## src/rtl/piodec_pkg.sv

```systemverilog
package piodec_pkg;
  localparam int NUM_WIN     = 5;
  localparam int CFG_CMD_SEL = 5;
  localparam int DATA_OFF    = 0;
  localparam int SEL_OFF     = 6;
  localparam int DEV_BIT     = 4;
  localparam int IOEN_BIT    = 0;
  localparam int BMEN_BIT    = 2;

  localparam logic [1:0] RC_NONE = 2'd0;
  localparam logic [1:0] RC_CMD  = 2'd1;
  localparam logic [1:0] RC_CTRL = 2'd2;
  localparam logic [1:0] RC_BM   = 2'd3;

  localparam logic [1:0] SZ_BYTE  = 2'd0;
  localparam logic [1:0] SZ_WORD  = 2'd1;
  localparam logic [1:0] SZ_DWORD = 2'd2;
  localparam logic [1:0] SZ_BAD   = 2'd3;

  typedef struct packed {
    logic accept;
    logic capLo;
    logic capHi;
    logic capBm;
  } strobe_t;
endpackage

```

## src/rtl/piodec_dp.sv

```systemverilog
module piodec_dp
  import piodec_pkg::*;
#(
  parameter int ADDR_W     = 16,
  parameter int OFF_W      = 4,
  parameter int CMD_SIZE   = 8,
  parameter int CTRL_SIZE  = 4,
  parameter int BM_SIZE    = 16,
  parameter int BM_SEC_OFF = 8,
  parameter logic [ADDR_W-1:0] PRI_CMD_RST  = 16'h01F0,
  parameter logic [ADDR_W-1:0] PRI_CTRL_RST = 16'h03F4,
  parameter logic [ADDR_W-1:0] SEC_CMD_RST  = 16'h0170,
  parameter logic [ADDR_W-1:0] SEC_CTRL_RST = 16'h0374,
  parameter logic [ADDR_W-1:0] BM_RST       = 16'hC000
) (
  input  logic              clk,
  input  logic              rstN,
  input  logic              cfgWrEn,
  input  logic [2:0]        cfgSel,
  input  logic [ADDR_W-1:0] cfgData,
  input  logic              hostWr,
  input  logic [ADDR_W-1:0] hostAddr,
  input  logic [1:0]        hostSize,
  input  logic [31:0]       hostWdata,
  input  strobe_t           stb,
  output logic              reqHit,
  output logic              reqLegal,
  output logic              reqIsBm,
  output logic              reqPresent,
  output logic              ioEnable,
  output logic              bmEnable,
  output logic [1:0]        regClass,
  output logic              chanOut,
  output logic [OFF_W-1:0]  offsetOut,
  output logic [1:0]        accSize,
  output logic              drvWr,
  output logic [1:0]        drvIdx,
  output logic              drvIsCtrl,
  output logic [15:0]       drvWdata,
  input  logic [15:0]       drvRdata,
  input  logic [3:0]        drvPresent,
  output logic [31:0]       bmWdata,
  input  logic [31:0]       bmRdata,
  output logic [31:0]       hostRdata
);
  localparam int SUM_W = ADDR_W + 1;

  function automatic int winSize(input int w);
    case (w)
      0, 2:    return CMD_SIZE;
      1, 3:    return CTRL_SIZE;
      default: return BM_SIZE;
    endcase
  endfunction

  function automatic logic [ADDR_W-1:0] winReset(input int w);
    case (w)
      0:       return PRI_CMD_RST;
      1:       return PRI_CTRL_RST;
      2:       return SEC_CMD_RST;
      3:       return SEC_CTRL_RST;
      default: return BM_RST;
    endcase
  endfunction

  logic [ADDR_W-1:0]  baseArr [NUM_WIN];
  logic [NUM_WIN-1:0] winHit;

  // one comparator and one base register per window
  for (genvar gw = 0; gw < NUM_WIN; gw++) begin : g_win
    localparam logic [SUM_W-1:0] WSZ = SUM_W'(winSize(gw));
    logic [ADDR_W-1:0] baseQ;
    logic [SUM_W-1:0]  limit;

    always_ff @(posedge clk or negedge rstN) begin
      if (!rstN)
        baseQ <= winReset(gw);
      else if (cfgWrEn && cfgSel == 3'(gw) && cfgData != '0)
        baseQ <= cfgData;
    end

    assign limit       = {1'b0, baseQ} + WSZ;
    assign winHit[gw]  = ({1'b0, hostAddr} >= {1'b0, baseQ}) &&
                         ({1'b0, hostAddr} < limit);
    assign baseArr[gw] = baseQ;

    assert_base_kept_R9: assert property (@(posedge clk) disable iff (!rstN)
      (cfgWrEn && cfgSel == 3'(gw) && cfgData == '0) |=> $stable(baseQ));
  end

  // priority pick: lowest window index wins
  logic [2:0]        winSel;
  logic [ADDR_W-1:0] selBase;
  logic              anyHit;
  always_comb begin
    winSel  = '0;
    selBase = baseArr[0];
    anyHit  = 1'b0;
    for (int w = NUM_WIN - 1; w >= 0; w--) begin
      if (winHit[w]) begin
        winSel  = 3'(w);
        selBase = baseArr[w];
        anyHit  = 1'b1;
      end
    end
  end

  logic [ADDR_W-1:0] rawOff;
  logic [OFF_W-1:0]  curOff;
  logic [1:0]        curCls;
  logic              curChan;
  assign rawOff = hostAddr - selBase;
  assign curOff = rawOff[OFF_W-1:0];

  always_comb begin
    curCls  = RC_NONE;
    curChan = 1'b0;
    if (anyHit) begin
      case (winSel)
        3'd0:    begin curCls = RC_CMD;  curChan = 1'b0; end
        3'd1:    begin curCls = RC_CTRL; curChan = 1'b0; end
        3'd2:    begin curCls = RC_CMD;  curChan = 1'b1; end
        3'd3:    begin curCls = RC_CTRL; curChan = 1'b1; end
        default: begin
          curCls  = RC_BM;
          curChan = (curOff >= OFF_W'(BM_SEC_OFF));
        end
      endcase
    end
  end

  logic isDataReg;
  assign isDataReg = (curCls == RC_CMD) && (curOff == OFF_W'(DATA_OFF));

  always_comb begin
    case (curCls)
      RC_BM:        reqLegal = (hostSize != SZ_BAD);
      RC_CMD,
      RC_CTRL:      reqLegal = isDataReg ? (hostSize == SZ_WORD || hostSize == SZ_DWORD)
                                         : (hostSize == SZ_BYTE);
      default:      reqLegal = 1'b0;
    endcase
  end

  assign reqHit  = anyHit;
  assign reqIsBm = (curCls == RC_BM);

  // device-select snoop
  logic [1:0] devSelQ;
  logic       selWrite;
  logic       nextDev;
  logic [1:0] idxNow;
  logic       ioEnQ, bmEnQ;

  assign selWrite = ioEnQ && anyHit && reqLegal && hostWr &&
                    (curCls == RC_CMD) && (curOff == OFF_W'(SEL_OFF));
  assign nextDev  = selWrite ? hostWdata[DEV_BIT] : devSelQ[curChan];
  assign idxNow   = {curChan, nextDev};
  assign reqPresent = drvPresent[idxNow];

  always_ff @(posedge clk or negedge rstN) begin
    if (!rstN)
      devSelQ <= '0;
    else if (stb.accept && selWrite)
      devSelQ[curChan] <= hostWdata[DEV_BIT];
  end

  assert_devsel_src_R4: assert property (@(posedge clk) disable iff (!rstN)
    !$stable(devSelQ) |-> $past(stb.accept && hostWr));

  // enable flags
  always_ff @(posedge clk or negedge rstN) begin
    if (!rstN) begin
      ioEnQ <= 1'b0;
      bmEnQ <= 1'b0;
    end else if (cfgWrEn && cfgSel == 3'(CFG_CMD_SEL)) begin
      ioEnQ <= cfgData[IOEN_BIT];
      bmEnQ <= cfgData[BMEN_BIT];
    end
  end
  assign ioEnable = ioEnQ;
  assign bmEnable = bmEnQ;

  // request capture
  logic [1:0]       clsQ, sizeQ, idxQ;
  logic             chanQ, wrQ;
  logic [OFF_W-1:0] offQ;
  logic [31:0]      wdataQ, rdQ;

  always_ff @(posedge clk or negedge rstN) begin
    if (!rstN) begin
      clsQ   <= RC_NONE;
      sizeQ  <= SZ_BYTE;
      idxQ   <= '0;
      chanQ  <= 1'b0;
      wrQ    <= 1'b0;
      offQ   <= '0;
      wdataQ <= '0;
    end else if (stb.accept) begin
      clsQ   <= curCls;
      sizeQ  <= hostSize;
      idxQ   <= idxNow;
      chanQ  <= curChan;
      wrQ    <= hostWr;
      offQ   <= curOff;
      wdataQ <= hostWdata;
    end
  end

  always_ff @(posedge clk or negedge rstN) begin
    if (!rstN)
      rdQ <= '0;
    else if (stb.accept)
      rdQ <= '0;
    else if (stb.capLo && !wrQ)
      rdQ[15:0] <= (sizeQ == SZ_BYTE) ? {8'h00, drvRdata[7:0]} : drvRdata;
    else if (stb.capHi && !wrQ)
      rdQ[31:16] <= drvRdata;
    else if (stb.capBm && !wrQ) begin
      case (sizeQ)
        SZ_BYTE: rdQ <= {24'h0, bmRdata[7:0]};
        SZ_WORD: rdQ <= {16'h0, bmRdata[15:0]};
        default: rdQ <= bmRdata;
      endcase
    end
  end

  assign regClass  = clsQ;
  assign chanOut   = chanQ;
  assign offsetOut = offQ;
  assign accSize   = sizeQ;
  assign drvWr     = wrQ;
  assign drvIdx    = idxQ;
  assign drvIsCtrl = (clsQ == RC_CTRL);
  assign drvWdata  = stb.capHi ? wdataQ[31:16] : wdataQ[15:0];
  assign bmWdata   = wdataQ;
  assign hostRdata = rdQ;
endmodule

```

## src/rtl/piodec_ctrl.sv

```systemverilog
module piodec_ctrl
  import piodec_pkg::*;
(
  input  logic       clk,
  input  logic       rstN,
  input  logic       hostReq,
  input  logic       hostWr,
  input  logic [1:0] hostSize,
  input  logic       reqHit,
  input  logic       reqLegal,
  input  logic       reqIsBm,
  input  logic       reqPresent,
  input  logic       ioEnable,
  input  logic       bmEnable,
  output strobe_t    stb,
  output logic       hostReady,
  output logic       hostDone,
  output logic       hostErr,
  output logic       drvReq,
  output logic       bmReq
);
  typedef enum logic [2:0] {ST_IDLE, ST_LO, ST_HI, ST_BM, ST_FIN} state_e;

  state_e stateQ, stateD;
  logic   dwordQ, errQ, errD;

  assign stb.accept = (stateQ == ST_IDLE) && hostReq;
  assign stb.capLo  = (stateQ == ST_LO);
  assign stb.capHi  = (stateQ == ST_HI);
  assign stb.capBm  = (stateQ == ST_BM);

  always_comb begin
    stateD = stateQ;
    errD   = errQ;
    case (stateQ)
      ST_IDLE: if (hostReq) begin
        errD = 1'b0;
        if (!ioEnable)
          stateD = ST_FIN;
        else if (!reqHit || !reqLegal) begin
          stateD = ST_FIN;
          errD   = 1'b1;
        end else if (reqIsBm)
          stateD = (hostWr && !bmEnable) ? ST_FIN : ST_BM;
        else if (!reqPresent)
          stateD = ST_FIN;
        else
          stateD = ST_LO;
      end
      ST_LO:   stateD = dwordQ ? ST_HI : ST_FIN;
      ST_HI:   stateD = ST_FIN;
      ST_BM:   stateD = ST_FIN;
      default: stateD = ST_IDLE;
    endcase
  end

  always_ff @(posedge clk or negedge rstN) begin
    if (!rstN) begin
      stateQ <= ST_IDLE;
      dwordQ <= 1'b0;
      errQ   <= 1'b0;
    end else begin
      stateQ <= stateD;
      errQ   <= errD;
      if (stb.accept) dwordQ <= (hostSize == SZ_DWORD);
    end
  end

  assign hostReady = (stateQ == ST_IDLE);
  assign hostDone  = (stateQ == ST_FIN);
  assign hostErr   = (stateQ == ST_FIN) && errQ;
  assign drvReq    = (stateQ == ST_LO) || (stateQ == ST_HI);
  assign bmReq     = (stateQ == ST_BM);

  assert_one_strobe_R6: assert property (@(posedge clk) disable iff (!rstN)
    $onehot0({drvReq, bmReq, hostDone}));

  assert_dword_pair_R6: assert property (@(posedge clk) disable iff (!rstN)
    (drvReq && !stb.capHi && dwordQ) |=> (drvReq && stb.capHi));

  assert_err_done_R7: assert property (@(posedge clk) disable iff (!rstN)
    hostErr |-> hostDone);

  assert_off_quiet_R5: assert property (@(posedge clk) disable iff (!rstN)
    (stb.accept && !ioEnable) |=> (hostDone && !hostErr && !drvReq && !bmReq));

  assert_miss_err_R8: assert property (@(posedge clk) disable iff (!rstN)
    (stb.accept && ioEnable && !reqHit) |=> hostErr);

  assert_bm_drop_R12: assert property (@(posedge clk) disable iff (!rstN)
    (stb.accept && ioEnable && reqHit && reqLegal && reqIsBm && hostWr && !bmEnable)
      |=> (hostDone && !bmReq && !hostErr));
endmodule

```

## src/rtl/pio_window_decoder.sv

```systemverilog
module pio_window_decoder
  import piodec_pkg::*;
#(
  parameter int ADDR_W     = 16,
  parameter int CMD_SIZE   = 8,
  parameter int CTRL_SIZE  = 4,
  parameter int BM_SIZE    = 16,
  parameter int BM_SEC_OFF = 8,
  parameter int OFF_W      = $clog2(BM_SIZE)
) (
  input  logic              clk,
  input  logic              rstN,
  input  logic              cfgWrEn,
  input  logic [2:0]        cfgSel,
  input  logic [ADDR_W-1:0] cfgData,
  input  logic              hostReq,
  input  logic              hostWr,
  input  logic [ADDR_W-1:0] hostAddr,
  input  logic [1:0]        hostSize,
  input  logic [31:0]       hostWdata,
  output logic              hostReady,
  output logic              hostDone,
  output logic              hostErr,
  output logic [31:0]       hostRdata,
  output logic              ioEnable,
  output logic              bmEnable,
  output logic [1:0]        regClass,
  output logic              chanOut,
  output logic [OFF_W-1:0]  offsetOut,
  output logic [1:0]        accSize,
  output logic              drvReq,
  output logic              drvWr,
  output logic [1:0]        drvIdx,
  output logic              drvIsCtrl,
  output logic [15:0]       drvWdata,
  input  logic [15:0]       drvRdata,
  input  logic [3:0]        drvPresent,
  output logic              bmReq,
  output logic              bmWr,
  output logic [31:0]       bmWdata,
  input  logic [31:0]       bmRdata
);
  strobe_t stb;
  logic reqHit, reqLegal, reqIsBm, reqPresent;

  piodec_ctrl u_ctrl (
    .clk       (clk),
    .rstN      (rstN),
    .hostReq   (hostReq),
    .hostWr    (hostWr),
    .hostSize  (hostSize),
    .reqHit    (reqHit),
    .reqLegal  (reqLegal),
    .reqIsBm   (reqIsBm),
    .reqPresent(reqPresent),
    .ioEnable  (ioEnable),
    .bmEnable  (bmEnable),
    .stb       (stb),
    .hostReady (hostReady),
    .hostDone  (hostDone),
    .hostErr   (hostErr),
    .drvReq    (drvReq),
    .bmReq     (bmReq)
  );

  piodec_dp #(
    .ADDR_W    (ADDR_W),
    .OFF_W     (OFF_W),
    .CMD_SIZE  (CMD_SIZE),
    .CTRL_SIZE (CTRL_SIZE),
    .BM_SIZE   (BM_SIZE),
    .BM_SEC_OFF(BM_SEC_OFF)
  ) u_dp (
    .clk       (clk),
    .rstN      (rstN),
    .cfgWrEn   (cfgWrEn),
    .cfgSel    (cfgSel),
    .cfgData   (cfgData),
    .hostWr    (hostWr),
    .hostAddr  (hostAddr),
    .hostSize  (hostSize),
    .hostWdata (hostWdata),
    .stb       (stb),
    .reqHit    (reqHit),
    .reqLegal  (reqLegal),
    .reqIsBm   (reqIsBm),
    .reqPresent(reqPresent),
    .ioEnable  (ioEnable),
    .bmEnable  (bmEnable),
    .regClass  (regClass),
    .chanOut   (chanOut),
    .offsetOut (offsetOut),
    .accSize   (accSize),
    .drvWr     (drvWr),
    .drvIdx    (drvIdx),
    .drvIsCtrl (drvIsCtrl),
    .drvWdata  (drvWdata),
    .drvRdata  (drvRdata),
    .drvPresent(drvPresent),
    .bmWdata   (bmWdata),
    .bmRdata   (bmRdata),
    .hostRdata (hostRdata)
  );

  assign bmWr = drvWr;
endmodule

```

## config.mk

```make
export PLATFORM = sky130hd
export DESIGN_NAME = pio_window_decoder
export DESIGN_NICKNAME = d
export VERILOG_FILES = /design/src/rtl/piodec_pkg.sv /design/src/rtl/piodec_dp.sv /design/src/rtl/piodec_ctrl.sv /design/src/rtl/pio_window_decoder.sv
export SDC_FILE = /design/constraint.sdc
export NUM_CORES = 1
export LEC_CHECK = 0
export ABC_AREA = 1
export ABC_CLOCK_PERIOD_IN_PS = 5560
export BUFFER_PORTS_ARGS = -buffer_cell sky130_fd_sc_hd__buf_4
export CORE_UTILIZATION = 50
export CTS_BUF_LIST = sky130_fd_sc_hd__clkbuf_16
export CTS_CLUSTER_DIAMETER = 50
export DETAILED_ROUTE_END_ITERATION = 12
export MAX_ROUTING_LAYER = met4
export PLACE_DENSITY = 0.82
export SLEW_MARGIN = 5
export SYNTH_ARGS = -nofsm -noshare
export SYNTH_HDL_FRONTEND = slang
export SYNTH_SLANG_ARGS = --single-unit
```

## constraint.sdc

```tcl
create_clock -name clk -period 5.56 [get_ports clk]
set_input_delay 1.112 -clock clk [delete_from_list [all_inputs] [get_ports clk]]
set_output_delay 1.112 -clock clk [all_outputs]
set_load 0.02 [all_outputs]
```

==> results of run 1 <==
-- synth_stat cells (all sizes together) --
library cell and count:
o21bai 3, nand3 88, inv 206, or2 10, nand3b 3, nor2 92
o211ai 11, xnor2 5, a31oi 8, nor4b 1, dfrtp 140, o221ai 1
nand2 498, xor2 45, o21a 3, fa 1, clkinv 4, clkbuf 37
o31ai 10, dfstp 24, buf 6, nor3 32, nor4 13, o31a 1
o21ai 148, o22ai 5, ha 160, nand4 24, a21o 3, a21oi 77
o311ai 1
-- registers in the layout, summed over array words and instances (netlist names) --
name              flops
u_dp.chanOut          1
u_dp.drvIdx           1
u_dp.devSelQ          2
u_dp.ioEnable         1
u_dp.regClass         2
u_ctrl.stateQ         3
u_ctrl.errQ           1
u_ctrl.dwordQ         1
u_dp.hostRdata       32
u_dp.offsetOut        4
u_dp.bmEnable         1
u_dp.bmWdata         32
u_dp.accSize          2
u_dp.g_win.baseQ     80
u_dp.drvWr            1
-- worst max-delay path by stage --
stage	start	endpoint	slack [ns]
after global routing	u_dp.g_win[3].baseQ[2]$_DFFE_PN1P_	u_ctrl.stateQ[2]$_DFFE_PN0P_	-0.50
after global placement	u_dp.g_win[1].baseQ[2]$_DFFE_PN1P_	u_ctrl.stateQ[2]$_DFFE_PN0P_	0.07
after CTS	u_dp.g_win[1].baseQ[2]$_DFFE_PN1P_	u_ctrl.stateQ[2]$_DFFE_PN0P_	0.003
final	u_dp.g_win[1].baseQ[2]$_DFFE_PN1P_	u_ctrl.stateQ[2]$_DFFE_PN0P_	-0.09
after detailed placement	u_dp.g_win[1].baseQ[2]$_DFFE_PN1P_	u_ctrl.stateQ[2]$_DFFE_PN0P_	-0.11
after floorplan	u_dp.g_win[3].baseQ[4]$_DFFE_PN1P_	u_ctrl.stateQ[2]$_DFFE_PN0P_	0.46
-- routing by layer --
| layer | GRT usage [%] | part of all wire (%) | wire length, um | up-vias |
|---|---|---|---|---|
| li1 | - | - | - | 5911 |
| met1 | 37.0 | 41 | 15300 | 5755 |
| met2 | 50.5 | 48 | 18000 | 433 |
| met3 | 5.08 | 7.0 | 2610 | 107 |
| met4 | 12.0 | 3.6 | 1330 | 0 |
| met5 | - | 0 | 0 | - |
-- cell type report --
type	instances	share of cell area, %
tap	324	2.67
inverter	210	5.23
timing repair buffer	252	12.5
clock buffer	17	2.80
sequential	164	27.2
clock inverter	15	1.09
multi-input combinational	1243	48.5
-- per-stage QoR --
stage / setup TNS [ns] / area (um^2)
CTS: 0 / 15000
floorplan: 0 / 12300
global placement: 0 / 14400
detailed placement: -0.176 / 14400
global route: -2.09 / 15200
finish: -0.171 / 15200
-- kinds of logic after synthesis --
family / after synthesis / share of synthesized area (%)
and+or+nand+nor: 761 / 26.8
buffers and inverters: 253 / 7.80
xor gates and xnor gates: 50 / 3.55
AOI/OAI and AO/OA: 271 / 12.0
DFF: 164 / 33.5
adders and majority gates: 161 / 16.4
-- power breakdown --
part	internal (mW)	switching, mW
clock network	0.601	0.584
logic	1.15	1.77
registers	1.55	0.331
-- critical path: cells and delay by family (launching register included) --
family	cells	cell delay (ns)
AOI/OAI and AO/OA	4	0.32
xor gates and xnor gates	2	0.42
buffers and inverters	5	0.46
adders and majority gates	3	0.82
DFF	1	0.59
and+or+nand+nor	21	2.91
-- repair_timing --
item,in CTS,in global routing
gates cloned,0,0
gates resized for setup,4,30
buffers inserted,0,9
setup endpoints to repair,3,7
pin swaps,0,11
==> key figures, run 1 <==
Cells and area
  • Commonest non-fill, non-tap cells in the layout: 486 x nand2_1, 251 x buf_4, 191 x inv_1
  • Commonest non-fill, non-tap cell in the layout: nand2_1
  • FF+latch area: roughly 0.0041 mm^2
  • Share of layout cells above drive strength 1: 20.6%
  • Diode count: 0
  • FILL cells: 2096
  • Final core occ: 62.6%
  • Fin cells: approximately 2200
  • Final net count: approximately 2200
  • Multi-input gate area: about 0.0074 mm^2
  • Area growth syn-to-layout: 23.0%

Synthesis
  • Mean Syn Cell Area: 7.43 um^2
  • Top cell type's share of synthesized area: 28.4%
  • Cell variety after synth: 48
  • Syn Inst Count: 1660
  • Sequential fraction of the synthesis area: between 30 and 40%
  • Synthesized area: 0.0123 mm^2
  • Net count after synthesis: slightly below 2000
  • Number of synthesized register bits: 164
  • Synth area leader: dfrtp_1
  • Yosys Warn Count: 0
  • Ranking of synthesized cells by area: dfrtp_1 28%, ha_1 16%, nand2_1 15%, o21ai_0 6.0%, inv_1 5.9%

Timing
  • Post-layout min period: 5.65 ns
  • Final Max Slew Viols: 0
  • Min setup slack post-route: -0.0881 ns
  • Unrepaired setup endpoints after global routing: yes
  • Min Hold Slack: 0.490 ns
  • Fin crit share: 102%
  • Worst-Margin Slew: 1.11 ns
  • Final clock skew: ~0.012 ns
  • Final hold violation count: 0
  • Final setup vio count: 2
  • Slew margin rel.: 25.6%
  • Fmax: 0.177 GHz

Power
  • Power Density: 395 mW/mm^2
  • Lkg Pwr: 7.92 nW
  • Total chip power: 5.99 mW
  • Worst VDD drop: about 0.00032 V

Route
  • DRT antenna net count: 0
  • Vias per std cell: 5.49
  • Vias: 12200
  • Initial DRC count: 1029
  • Per-cell routed wire length: between 15 and 20 um
  • Drt pass-1 iters: 7
  • Routed wire length: approximately 37000 um
  • DRC: 0

Outcome
  • Failing checks: negative setup slack
  • Outcome: finished, violations left

Min path
  • Hold path depth: 2
  • Hold crit path type: reg2reg
  • Hold path startpoint: u_dp.hostRdata[14]$_DFFE_PN0P_
  • Hold Path Sink: u_dp.hostRdata[14]$_DFFE_PN0P_

Critical path
  • Critical Path Sink Type: flip-flop
  • Reg2reg path depth: 35
  • Worst EP required: just under 6 ns
  • Top fanout value on the critical path: 8
  • RR Startpoint: u_dp.g_win[1].baseQ[2]$_DFFE_PN1P_
  • FF-to-FF setup slack: -0.09 ns
  • Startpoint Class: flip-flop
  • WP data arrival: 5.98 ns
  • Critical-path top delay cell: dfstp_2
  • Max incr delay on CP: 0.59 ns
  • FF-to-FF End: u_ctrl.stateQ[2]$_DFFE_PN0P_
  • Setup CP Type: reg2reg

Clock network
  • CTS tree: yes
  • Clock buffer depth: 2
  • Clock Latency Late Sink: between 0.4 and 0.5 ns
  • Clock Tree Root: clkbuf_16
  • H-tree Lvls: 4
  • CTS sink cnt: 164
  • CTS buffer count: 17
  • Cts hold-fix bufs: 0
  • Clock transition at the registers of the reported paths: 0.08 ns

Floorplanning
  • Full die area: 0.0253 mm^2
  • Die Y: 159 um
  • I/O pins: 227
  • Initial Util: 50.9%
  • Row cnt: 57
  • Die width: approximately 160 um
  • CORE AREA: ~0.024 mm^2

Place
  • Final GP Congestion: a little over 0.9
  • PortBufs: 226
  • Pre-CTS setup slack: -0.110 ns
  • Placed cell count: 2184
  • Post-DP HPWL: 28100 um

Global route
  • Total track usage: 30.4%
  • Total grt overflow: 0
  • Vias in the first global route: 11800
  • Largest net degree at the start of global routing: 93
  • Initial antenna violation count: 0
  • First-pass GRT wire length: 59700 um

Run
  • MaxCap Viol Count: 0
No activity file was read; power rests on OpenSTA's default activity.
==> inputs of run 2 (changes only) <==
CORE_ASPECT_RATIO = 1.1   (was default)
==> key figures, run 2 (synthesized netlist as in run 1, its figures left out) <==
Cells and area
  • Commonest non-fill, non-tap cell in the layout: nand2_1
  • Area growth syn-to-layout: 23.5%
  • Share of layout cells above drive strength 1: 21.0% (+0.39 points)
  • FF+latch area: 0.00413 mm^2 (unchanged)
  • Largest register by flop count: u_dp.g_win.baseQ
  • Final core occ: 63.7% (+1.1 points)
  • Commonest non-fill, non-tap cells in the layout: 484 x nand2_1, 253 x buf_4, 192 x inv_1
  • Final net count: 2178 (+0.14%)
  • Multi-input gate area: 0.00740 mm^2 (+0.54%)
  • FILL cells: 2059 (-1.8%)
  • Max reg flops: 80 (unchanged)

Clock network
  • Clock buffer depth: 2 (unchanged)
  • H-tree Lvls: 4 (unchanged)
  • Clock Latency Late Sink: 0.45 ns (about the same)
  • CTS tree: yes
  • Clock transition at the registers of the reported paths: 0.08 ns (about the same)
  • CTS buffer count: 17 (unchanged)
  • CTS sink cnt: 164 (unchanged)
  • Cts hold-fix bufs: 0 (unchanged)
  • Clock Tree Root: clkbuf_16

Critical path
  • FF-to-FF setup slack: -0.25 ns (-0.16 ns)
  • Critical-path top delay cell: dfstp_2
  • Startpoint Class: flip-flop
  • Setup CP Type: reg2reg
  • Worst path most repeated cell: inv_1
  • Critical Path Sink Type: flip-flop
  • Top fanout value on the critical path: 3 (-5)
  • Max incr delay on CP: 0.54 ns (-0.05 ns)
  • Worst EP required: 5.93 ns (+0.04 ns)
  • WP data arrival: 6.18 ns (+0.20 ns)

Floorplanning
  • I/O pins: 227 (unchanged)
  • Row cnt: 59 (+3.5%)
  • Full die area: 0.0253 mm^2 (about the same)
  • CORE AREA: 0.0239 mm^2 (-1.4%)
  • Initial Util: 51.6% (+0.70 points)
  • Die width: 152 um (-4.6%)
  • Die Y: 167 um (+4.8%)

Timing
  • Post-layout min period: 5.81 ns (+0.161 ns)
  • Slew margin rel.: 22.5% (-3.1 points)
  • Min Hold Slack: 0.486 ns (-0.00408 ns)
  • Min setup slack post-route: -0.249 ns (-0.161 ns)
  • Worst-Margin Slew: 1.16 ns (+0.0466 ns)
  • Fmax: 0.172 GHz (-2.8%)
  • Final hold violation count: 0 (unchanged)
  • Final clock skew: 0.0160 ns (+0.00360 ns)
  • Final Max Slew Viols: 0 (unchanged)
  • Final setup vio count: 5 (+3)
  • Unrepaired setup endpoints after global routing: yes
  • Fin crit share: 104% (+2.9 points)

Power
  • Power Density: 396 mW/mm^2 (+0.41%)
  • Worst VDD drop: 0.000341 V (+6.1%)
  • Lkg Pwr: 7.97 nW (+0.57%)

Global route
  • Initial antenna violation count: 1 (+1)
  • First-pass GRT wire length: 60700 um (+1.6%)
  • Total track usage: 31.6% (+1.1 points)
  • Largest net degree at the start of global routing: 106 (+14%)
  • Total grt overflow: 0 (unchanged)
  • Vias in the first global route: 12200 (+2.8%)

Route
  • Routed wire length: 37700 um (+1.4%)
  • Initial DRC count: 858 (-17%)
  • DRT antenna net count: 0 (unchanged)
  • Per-cell routed wire length: 17.1 um (+2.1%)
  • Vias: 12300 (+0.76%)
  • DRC: 0 (unchanged)
  • Drt pass-1 iters: 5 (-2)
  • Vias per std cell: 5.57 (+1.4%)

Min path
  • Hold crit path type: reg2reg

Run
  • MaxCap Viol Count: 0 (unchanged)

Place
  • Final GP Congestion: 0.960 (+2.8%)
  • PortBufs: 226 (unchanged)
  • Post-DP HPWL: 28500 um (+1.4%)

Outcome
  • Outcome: finished, violations left
  • Failing checks: negative setup slack
-- run 2: changes by cell type in the layout (fill, tap and decap cells not counted), sizes merged --
cell / change
diode: +1
bufinv: +1
clkinvlp: +1
inv: +3
buf: +3
clkinv: -5
-- run 2: where the power goes --
part	internal, mW	leakage, nW	total [mW]	switching (mW)
Combinational	1.16	5.66	2.94	1.79
Clock	0.639	0.289	1.21	0.567
Sequential	1.55	2.02	1.89	0.341
-- run 2: worst paths after layout --
kind	from	end	depth (start not counted)
hold reg to reg	u_dp.hostRdata[13]$_DFFE_PN0P_	u_dp.hostRdata[13]$_DFFE_PN0P_	2
max in group asynchronous	rstN	u_dp.accSize[1]$_DFFE_PN0P_	2
setup / recovery	u_dp.g_win[3].baseQ[4]$_DFFE_PN1P_	u_ctrl.stateQ[2]$_DFFE_PN0P_	45
hold / removal	u_dp.hostRdata[13]$_DFFE_PN0P_	u_dp.hostRdata[13]$_DFFE_PN0P_	2
min in group asynchronous	rstN	u_dp.g_win[2].baseQ[11]$_DFFE_PN0P_	1
setup reg to reg	u_dp.g_win[3].baseQ[4]$_DFFE_PN1P_	u_ctrl.stateQ[2]$_DFFE_PN0P_	45
-- run 2: timing repair --
action	4_1_cts	5_1_grt
pin swaps	7	29
endpoints found under the hold margin	0	0
setup buffers	5	9
endpoints found under the setup margin	4	7
gates resized for setup	15	29
-- run 2: worst max-delay path: cells and delay by family, from the launching register on --
family          cells  cell delay, ns
simple gates       26            2.68
buf+inv             9            0.60
flops               1            0.54
fa+ha+maj           3            0.90
xor+xnor            2            0.33
compound gates      5            0.66
-- run 2: area by class of cell --
class                   instances  share of cell area (%)
clock buffers                  17                    2.79
well taps                     305                    2.50
clock inverters                15                    1.11
diodes                          1                  0.0164
multi-input cells            1243                    48.6
inverters                     210                    5.22
repair buffers                255                    12.7
flip-flops and latches        164                    27.1
-- run 2: through the flow --
step                total power [mW]  setup slack (ns)  setup TNS (ns)  cell area, um^2  instances
floorplan                       3.59             0.458               0            12300       1660
global placement                4.59            0.0953               0            14400       2163
detailed placement              4.69            -0.113          -0.168            14400       2163
CTS                             5.96           0.00131               0            15100       2200
global route                    6.45            -0.743           -3.66            15200       2210
finish                          6.04            -0.249          -0.689            15200       2210
-- run 2: layer usage --
metal,wire [um],track usage [%],up-vias
met5,0,-,-
met4,1390,12.5,0
met3,2080,4.14,113
met2,18600,51.7,438
met1,15700,39.1,5834
li1,-,-,5914
==> inputs of run 3 (changes only) <==
SETUP_SLACK_MARGIN = 0.1   (was default)
==> key figures, run 3 (synthesized netlist as in run 1, its figures left out) <==
Outcome
  • Outcome: finished, violations left
  • Failing checks: negative setup slack

Timing
  • Worst-Margin Slew: 1.19 ns (+0.0316 ns)
  • Unrepaired setup endpoints after global routing: yes
  • Post-layout min period: 5.87 ns (+0.0654 ns)
  • Total Neg Setup Slack: -0.638 ns (+0.0509 ns)
  • Min Hold Slack: 0.485 ns (-0.00113 ns)
  • Min setup slack post-route: -0.314 ns (-0.0654 ns)
  • Slew margin rel.: 20.4% (-2.1 points)
  • Final clock skew: 0.0140 ns (-0.00196 ns)
  • Final Max Slew Viols: 0 (unchanged)
  • Fin crit share: 106% (+1.2 points)
  • Final setup vio count: 4 (-1)
  • Fmax: 0.170 GHz (-1.1%)
  • Final hold violation count: 0 (unchanged)

Critical path
  • Critical-path top delay cell: dfstp_2
  • Setup CP Type: reg2reg
  • Cell class contributing the biggest share of worst-path delay: simple AND/OR/NAND/NOR gates
  • Max incr delay on CP: 0.55 ns (about the same)
  • Critical Path Sink Type: flip-flop
  • WP data arrival: 6.20 ns (+0.02 ns)
  • Startpoint Class: flip-flop
  • Worst EP required: 5.89 ns (-0.04 ns)
  • Top fanout value on the critical path: 3 (unchanged)
  • Crit path buffers/inverters: 9 (unchanged)
  • FF-to-FF setup slack: -0.31 ns (-0.07 ns)

Clock network
  • H-tree Lvls: 4 (unchanged)
  • Clock Tree Root: clkbuf_16
  • CTS tree: yes
  • Clock Latency Late Sink: 0.45 ns (about the same)
  • CTS sink cnt: 164 (unchanged)
  • Clock transition at the registers of the reported paths: 0.08 ns (about the same)
  • Cts hold-fix bufs: 0 (unchanged)
  • Clock buffer depth: 2 (unchanged)
  • CTS buffer count: 17 (unchanged)

Place
  • Pre-CTS setup slack: -0.113 ns (unchanged)
  • Post-DP HPWL: 28500 um (unchanged)
  • PortBufs: 226 (unchanged)
  • Final GP Congestion: 0.960 (unchanged)
  • DP Area: 0.0144 mm^2 (unchanged)

Global route
  • First-pass GRT wire length: 61100 um (+0.78%)
  • Largest net degree at the start of global routing: 106 (unchanged)
  • Vias in the first global route: 12200 (+0.36%)
  • Initial antenna violation count: 0 (-1)
  • Total track usage: 31.8% (+0.24 points)
  • Total grt overflow: 0 (unchanged)

Min path
  • Hold crit path type: reg2reg

Power
  • Total chip power: 6.11 mW (+1.2%)
  • Lkg Pwr: 7.99 nW (+0.32%)
  • Power Density: 399 mW/mm^2 (+0.79%)
  • Worst VDD drop: 0.000341 V (+0.10%)

Cells and area
  • FILL cells: 2050 (-0.44%)
  • Share of layout cells above drive strength 1: 21.6% (+0.64 points)
  • FF+latch area: 0.00413 mm^2 (unchanged)
  • Area growth syn-to-layout: 24.1%
  • Commonest non-fill, non-tap cells in the layout: 483 x nand2_1, 256 x buf_4, 191 x inv_1
  • Diode count: 0 (-1)
  • Design area: 0.0153 mm^2 (+0.45%)
  • Multi-input gate area: 0.00744 mm^2 (+0.51%)
  • Commonest non-fill, non-tap cell in the layout: nand2_1
  • Largest register by flop count: u_dp.g_win.baseQ
  • Max reg flops: 80 (unchanged)
  • Final net count: 2182 (+0.18%)

Floorplanning
  • Row cnt: 59 (unchanged)
  • I/O pins: 227 (unchanged)
  • Initial Util: 51.6% (unchanged)
  • Die width: 152 um (unchanged)
  • CORE AREA: 0.0239 mm^2 (unchanged)
  • Full die area: 0.0253 mm^2 (unchanged)
  • Die Y: 167 um (unchanged)

Route
  • Vias: 12300 (-0.033%)
  • Initial DRC count: 852 (-0.70%)
  • Vias per std cell: 5.56 (-0.17%)
  • Routed wire length: 38300 um (+1.4%)
  • DRT antenna net count: 0 (unchanged)
  • DRC: 0 (unchanged)
  • Per-cell routed wire length: 17.3 um (+1.2%)
  • Drt pass-1 iters: 7 (+2)

Run
  • MaxCap Viol Count: 0 (unchanged)
[run 3: worst min-delay path, delay by kind of cell, from the launching register on]
family,cells,cell delay [ns]
flops,1,0.35
simple gates,2,0.10
[run 3: routing by layer]
metal	track usage, %	part of all wire (%)	wire length (um)
met5	-	0	0
met4	11.8	3.4	1310
met3	3.95	5.7	2190
met2	52.6	50	19000
met1	39.4	41	15800
[run 3: report_power, final]
group	leakage, nW	switching, mW	internal (mW)
Clock	0.289	0.567	0.639
Sequential	2.02	0.342	1.55
Combinational	5.68	1.83	1.19
[run 3: what timing repair did]
item,CTS,global route
setup endpoints to repair,6,8
pin swaps,13,29
setup buffers,8,10
gates resized for setup,23,34
[run 3: final timing paths]
check | end | cells after the start | from
setup / recovery | u_ctrl.stateQ[2]$_DFFE_PN0P_ | 42 | u_dp.g_win[3].baseQ[4]$_DFFE_PN1P_
hold / removal | u_dp.hostRdata[13]$_DFFE_PN0P_ | 2 | u_dp.hostRdata[13]$_DFFE_PN0P_
setup reg to reg | u_ctrl.stateQ[2]$_DFFE_PN0P_ | 42 | u_dp.g_win[3].baseQ[4]$_DFFE_PN1P_
hold reg to reg | u_dp.hostRdata[13]$_DFFE_PN0P_ | 2 | u_dp.hostRdata[13]$_DFFE_PN0P_
max in group asynchronous | u_dp.hostRdata[31]$_DFFE_PN0P_ | 2 | rstN
min in group asynchronous | u_dp.g_win[2].baseQ[11]$_DFFE_PN0P_ | 1 | rstN
[run 3: cell type report]
cell class / count / share of cell area (%)
inverters: 210 / 5.20
clock buffers: 17 / 2.78
repair buffers: 259 / 12.8
well taps: 305 / 2.49
flip-flops and latches: 164 / 27.0
clock inverters: 15 / 1.10
multi-input cells: 1243 / 48.6
[run 3: through the flow]
stage | instances | utilization [%]
6_report | 2213 | 64.0
5_1_grt | 2213 | 64.0
4_1_cts | 2203 | 63.3
3_5_place_dp | 2163 | 60.1
3_3_place_gp | 2163 | 60.1
2_1_floorplan | 1660 | -
